<file path="src/rtl/snd_periph_pkg.sv">
package snd_periph_pkg;
  typedef enum logic [2:0] {
    RG_NONE,
    RG_CMD,
    RG_TIMER,
    RG_FILT,
    RG_STAGE,
    RG_TRIG
  } snd_rgn_e;

  localparam logic [7:0] UNMAPPED_BYTE = 8'hFF;
endpackage

</file>
<file path="src/rtl/snd_addr_decode.sv">
module snd_addr_decode
  import snd_periph_pkg::*;
#(
  parameter int AW = 16,
  parameter int NGEN = 4,
  parameter logic [AW-1:0] CMD_ADDR = 16'h6000,
  parameter logic [AW-1:0] TMR_ADDR = 16'h8000,
  parameter logic [AW-1:0] FILT_BASE = 16'hA000,
  parameter int FILT_SPAN = 512,
  parameter logic [AW-1:0] STAGE_ADDR = 16'hC000
) (
  input  logic [AW-1:0]   addr,
  output snd_rgn_e        region,
  output logic [NGEN-1:0] trig_hot
);
  localparam int SPAN_W = $clog2(FILT_SPAN);

  logic in_filt;
  assign in_filt = (addr[AW-1:SPAN_W] == FILT_BASE[AW-1:SPAN_W]);

  // one compare per generator trigger address, following the staging address
  for (genvar g = 0; g < NGEN; g++) begin : g_trig
    assign trig_hot[g] = (addr == (STAGE_ADDR + AW'(g + 1)));
  end

  always_comb begin
    region = RG_NONE;
    if (addr == CMD_ADDR)        region = RG_CMD;
    else if (addr == TMR_ADDR)   region = RG_TIMER;
    else if (in_filt)            region = RG_FILT;
    else if (addr == STAGE_ADDR) region = RG_STAGE;
    else if (|trig_hot)          region = RG_TRIG;
  end
endmodule

</file>
<file path="src/rtl/snd_cmd_latch.sv">
module snd_cmd_latch #(
  parameter int DW = 8,
  parameter logic [DW-1:0] VEC = 8'hFF
) (
  input  logic          clk,
  input  logic          rst,
  input  logic          cmd_wr,
  input  logic [DW-1:0] cmd_data,
  input  logic          irq_req,
  input  logic          iack,
  output logic [DW-1:0] cmd_q,
  output logic          irq,
  output logic [DW-1:0] vector
);
  always_ff @(posedge clk) begin
    if (rst) begin
      cmd_q <= '0;
      irq   <= 1'b0;
    end else begin
      if (cmd_wr) cmd_q <= cmd_data;
      // a fresh request wins over an acknowledge in the same cycle
      if (irq_req)   irq <= 1'b1;
      else if (iack) irq <= 1'b0;
    end
  end

  assign vector = (iack && irq) ? VEC : '0;
endmodule

</file>
<file path="src/rtl/snd_tick_timer.sv">
module snd_tick_timer #(
  parameter int DIV = 2048,
  parameter int TW = 4
) (
  input  logic          clk,
  input  logic          rst,
  output logic [TW-1:0] count,
  output logic          half_ce
);
  localparam int PW = (DIV > 1) ? $clog2(DIV) : 1;
  localparam logic [PW-1:0] PRE_LAST = PW'(DIV - 1);

  logic [PW-1:0] pre;

  always_ff @(posedge clk) begin
    if (rst) begin
      pre     <= '0;
      count   <= '0;
      half_ce <= 1'b0;
    end else begin
      half_ce <= ~half_ce;
      if (pre == PRE_LAST) begin
        pre   <= '0;
        count <= count + 1'b1;
      end else begin
        pre <= pre + 1'b1;
      end
    end
  end
endmodule

</file>
<file path="src/rtl/snd_periph_dec.sv">
module snd_periph_dec
  import snd_periph_pkg::*;
#(
  parameter int AW = 16,
  parameter int DW = 8,
  parameter int NGEN = 4,
  parameter int TICK_DIV = 2048,
  parameter int TMR_W = 4,
  parameter int FILT_LSB = 3,
  parameter int FILT_W = 6
) (
  input  logic            clk,
  input  logic            rst,
  input  logic            main_cmd_wr,
  input  logic [DW-1:0]   main_cmd_data,
  input  logic            main_irq_req,
  input  logic [AW-1:0]   snd_addr,
  input  logic            snd_rd,
  input  logic            snd_wr,
  input  logic [DW-1:0]   snd_wdata,
  input  logic            snd_iack,
  output logic [DW-1:0]   snd_rdata,
  output logic            snd_irq,
  output logic [DW-1:0]   snd_vector,
  output logic [FILT_W-1:0] filt_sel,
  output logic [DW-1:0]   tone_data,
  output logic [NGEN-1:0] tone_strobe,
  output logic            tone_ce
);
  snd_rgn_e        region;
  logic [NGEN-1:0] trig_hot;
  logic [DW-1:0]   cmd_q;
  logic [TMR_W-1:0] tmr_count;
  logic [DW-1:0]   rd_next;

  snd_addr_decode #(.AW(AW), .NGEN(NGEN)) u_dec (
    .addr     (snd_addr),
    .region   (region),
    .trig_hot (trig_hot)
  );

  snd_cmd_latch #(.DW(DW)) u_cmd (
    .clk      (clk),
    .rst      (rst),
    .cmd_wr   (main_cmd_wr),
    .cmd_data (main_cmd_data),
    .irq_req  (main_irq_req),
    .iack     (snd_iack),
    .cmd_q    (cmd_q),
    .irq      (snd_irq),
    .vector   (snd_vector)
  );

  snd_tick_timer #(.DIV(TICK_DIV), .TW(TMR_W)) u_tmr (
    .clk     (clk),
    .rst     (rst),
    .count   (tmr_count),
    .half_ce (tone_ce)
  );

  always_comb begin
    rd_next = UNMAPPED_BYTE;
    case (region)
      RG_CMD:   rd_next = cmd_q;
      RG_TIMER: begin
        rd_next = '0;
        rd_next[TMR_W-1:0] = tmr_count;
      end
      default:  rd_next = UNMAPPED_BYTE;
    endcase
  end

  always_ff @(posedge clk) begin
    if (rst) begin
      snd_rdata   <= UNMAPPED_BYTE;
      filt_sel    <= '0;
      tone_data   <= '0;
      tone_strobe <= '0;
    end else begin
      if (snd_rd) snd_rdata <= rd_next;
      if (snd_wr && region == RG_FILT)  filt_sel  <= snd_addr[FILT_LSB +: FILT_W];
      if (snd_wr && region == RG_STAGE) tone_data <= snd_wdata;
      tone_strobe <= (snd_wr && region == RG_TRIG) ? trig_hot : '0;
    end
  end
endmodule

</file>
<file path="config.mk">
export PLATFORM = sky130hd
export DESIGN_NAME = snd_periph_dec
export DESIGN_NICKNAME = d
export VERILOG_FILES = /design/src/rtl/snd_periph_pkg.sv /design/src/rtl/snd_addr_decode.sv /design/src/rtl/snd_cmd_latch.sv /design/src/rtl/snd_tick_timer.sv /design/src/rtl/snd_periph_dec.sv
export SDC_FILE = /design/constraint.sdc
export NUM_CORES = 1
export LEC_CHECK = 0
export CAP_MARGIN = 20
export CORE_MARGIN = 2
export CORE_UTILIZATION = 49
export DETAILED_ROUTE_END_ITERATION = 7
export GPL_ROUTABILITY_DRIVEN = 0
export PLACE_DENSITY_LB_ADDON = 0.05
export REMOVE_ABC_BUFFERS = 1
export SLEW_MARGIN = 0
export SYNTH_ARGS = -nofsm -noshare
export SYNTH_HDL_FRONTEND = slang
export SYNTH_SLANG_ARGS = --single-unit
</file>
<file path="constraint.sdc">
create_clock -name clk -period 2.42 [get_ports clk]
set_input_delay 0.484 -clock clk [delete_from_list [all_inputs] [get_ports clk]]
set_output_delay 0.484 -clock clk [all_outputs]
set_load 0.1 [all_outputs]
</file>
==> results.yml <==
clocking:
  clk_pin_slew_worst_paths_ns: 0.09
  cts_tree: "done"
  root_buffer: "clkbuf_8"
  h-tree-depth: 2
  cts.sink_count: 51
  postCtsHoldBufs: 0
  cts_made_buffers: 5
  clk_latency_ns: 0.30
  ctsResizeCount: 0
  cts_max_path_buffers: 2
  cts_setup_buffers: 0
die:
  die-area_sq_um: 5092
  start_util_pct: 51.06
  core_sq_um: 4354
  dieHeight_microns: 71.36
  pin_count: 75
  rows: 24
  die_w_microns: 71.36
finish:
  postLayoutCoreUtil_pct: 71.09
  nFillCells: 335
  drive_above_1_share_pct: 19.19
  multiInputGateArea_sq_um: 1091
  syn_to_final_growth_pct: 39.22
  diodes: 0
  regArea_sq_um: 1021
  final_nets: 337
critical_path:
  path_class: "in2out"
  critPathArrivalTime_ns: 1.54
  critPathMaxStageDelay_ns: 0.47
  startpoint_type: "input pin"
  worst_path_max_delay_cell: "clkdlybuf4s50_1"
  critPathMaxFanout: 8
  worstPathRequired_ns: 1.94
  end_kind: "primary output"
  path_cells: "clkdlybuf4s50_1 -> and2_1 -> buf_4 -> buf_12"
pwr:
  pwr_density_cell_nw_per_um2: 576.6
  finalPower_w: 0.001785
  peakVddDrop_mv: 0.2910
  leakage_nw: 1.285
synth:
  yosysSeqAreaShare_pct: 45.92
  syn-cell-area_sq_um: 2223
  synth_cell_types: 39
  synthFlopType: "dfxtp_1"
  synth_edf_count: 0
  synth_seq_cells: 51
  ys_async_sr_fraction_pct: 0
  yosys_warnings: 0
  synth.avg_cell_area_sq_um: 9.752
  syn_inst: 228
place:
  placement.io_buffers: 74
  dp_slack_ns: 0.1106
  post-dp-hpwl_microns: 3250
timing:
  rsz0062_at_grt: "false"
  setup_viol: 0
  slew_viol_final: 0
  setup_ws_ns: 0.3989
  max_freq_ghz: 0.4948
  skew_ns: 0.004436
  tightest_slew_ns: 0.4572
  period_share_pct: 83.52
  finalHoldViolations: 0
  slew_headroom_pct: 69.42
  period_needed_ns: 2.021
route:
  drt-pass1-iter-count: 4
  drt_iter0_drc: 83
  ant_nets: 0
  wirelength_microns: 4453
  drc: 0
  viasPerCell: 5.140
  wl_per_cell_microns: 12.76
  vias: 1794
global_routing:
  overflow: 0
  grt_usage_pct: 18.20
  grt_max_degree: 49
  grt_pass1_wl_microns: 7431
  first_global_vias: 1658
  antenna_found_initial: 0
job:
  drv_cap: 0
min_path:
  holdCritPathClass: "reg2reg"
status:
  outcome: "finished clean"
[path summary, 6_finish.rpt]
kind	endpoint	slack, ns	start	depth (start not counted)
setup / recovery	snd_vector[3]	0.40	snd_iack	4
hold / removal	u_tmr.half_ce$_SDFF_PP0_	0.42	u_tmr.half_ce$_SDFF_PP0_	1
setup reg to reg	u_tmr.count[3]$_SDFFE_PP0P_	0.84	u_tmr.pre[0]$_SDFF_PP0_	5
hold reg to reg	u_tmr.half_ce$_SDFF_PP0_	0.42	u_tmr.half_ce$_SDFF_PP0_	1
[final cells by class]
| type | instances | share of cell area (%) |
|---|---|---|
| clock buffers | 6 | 2.668 |
| clock inverters | 2 | 1.132 |
| inverters | 4 | 0.4850 |
| multi-input cells | 157 | 35.25 |
| flip-flops and latches | 51 | 32.98 |
| well taps | 52 | 2.102 |
| repair buffers | 77 | 25.38 |
[power breakdown]
part / internal (W) / switching [W] / total, W
clock network: 0.000335 / 0.000272 / 0.000606
logic: 0.000124 / 0.000181 / 0.000305
registers: 0.000860 / 0.0000137 / 0.000873
[cell families (layout without fill, tap and decap cells)]
kind of cell	after synthesis	count (layout)	synth area share (%)
AND/OR/NAND/NOR	94	94	26.96
flip-flops	51	51	45.92
AO/OA/AOI/OAI	29	29	7.091
multiplexers	23	23	10.35
buffers and inverters	20	89	5.008
XOR/XNOR	9	9	3.545
adder cells (fa/ha/maj)	2	2	1.125
[flip-flops by register name, indices dropped and copies added (netlist names)]
signal         cells
u_tmr.count        4
u_cmd.cmd_q        8
u_cmd.irq          1
tone_data          8
snd_rdata          8
u_tmr.half_ce      1
u_tmr.pre         11
tone_strobe        4
filt_sel           6
[worst max-delay path, delay by kind of cell]
family	cells	cell delay, ns
buf+inv	3	0.92
simple gates	1	0.12
[metal layers]
layer | GRT usage [%] | wire length (microns)
met4 | 5.031 | 52
met3 | 5.204 | 265
met5 | 0 | 0
met1 | 22.99 | 1997
met2 | 30.45 | 2137
[synth_stat cells, types with 3 or more instances]
| library cell | n | share of area, % |
|---|---|---|
| buf_4 | 7 | 2.4 |
| nand4_1 | 3 | 0.84 |
| o21ai_1 | 3 | 0.68 |
| inv_1 | 4 | 0.68 |
| nand2_1 | 4 | 0.68 |
| or3_1 | 4 | 1.1 |
| nor3_1 | 8 | 1.8 |
| a21oi_1 | 12 | 2.7 |
| nand3_1 | 6 | 1.4 |
| mux2i_1 | 23 | 10 |
| nand2b_1 | 18 | 5.1 |
| xor2_1 | 8 | 3.2 |
| o31ai_1 | 4 | 1.4 |
| clkbuf_1 | 6 | 1.0 |
| o21ai_0 | 9 | 2.0 |
| nor2_1 | 31 | 5.2 |
| dfxtp_1 | 51 | 46 |
[layout by cell type (no fill, tap or decap), types with 2 or more instances in the layout]
cell type / count
a21oi_1: 12
and3b_1: 2
and4_4: 2
buf_12: 9
buf_4: 30
clkbuf_8: 6
clkdlybuf4s50_1: 38
dfxtp_1: 51
ha_1: 2
inv_1: 4
mux2i_1: 23
nand2_1: 4
nand2b_1: 18
nand3_1: 6
nand4_1: 3
nor2_1: 31
nor3_1: 8
nor4_4: 2
o21ai_0: 9
o21ai_1: 3
o31ai_1: 4
or3_1: 4
xor2_1: 8
[through the flow]
stage | hold WS [ns] | setup TNS, ns | area [sq um] | std cells
after floorplan | 0.4262 | -35.78 | 2127 | 212
after global placement | 0.3952 | 0 | 2978 | 341
after detailed placement | 0.4044 | 0 | 2978 | 341
after CTS | 0.4200 | 0 | 3095 | 349
after global routing | 0.4448 | 0 | 3095 | 349
final | 0.4178 | 0 | 3095 | 349
Power figures use the tool's default switching activity.
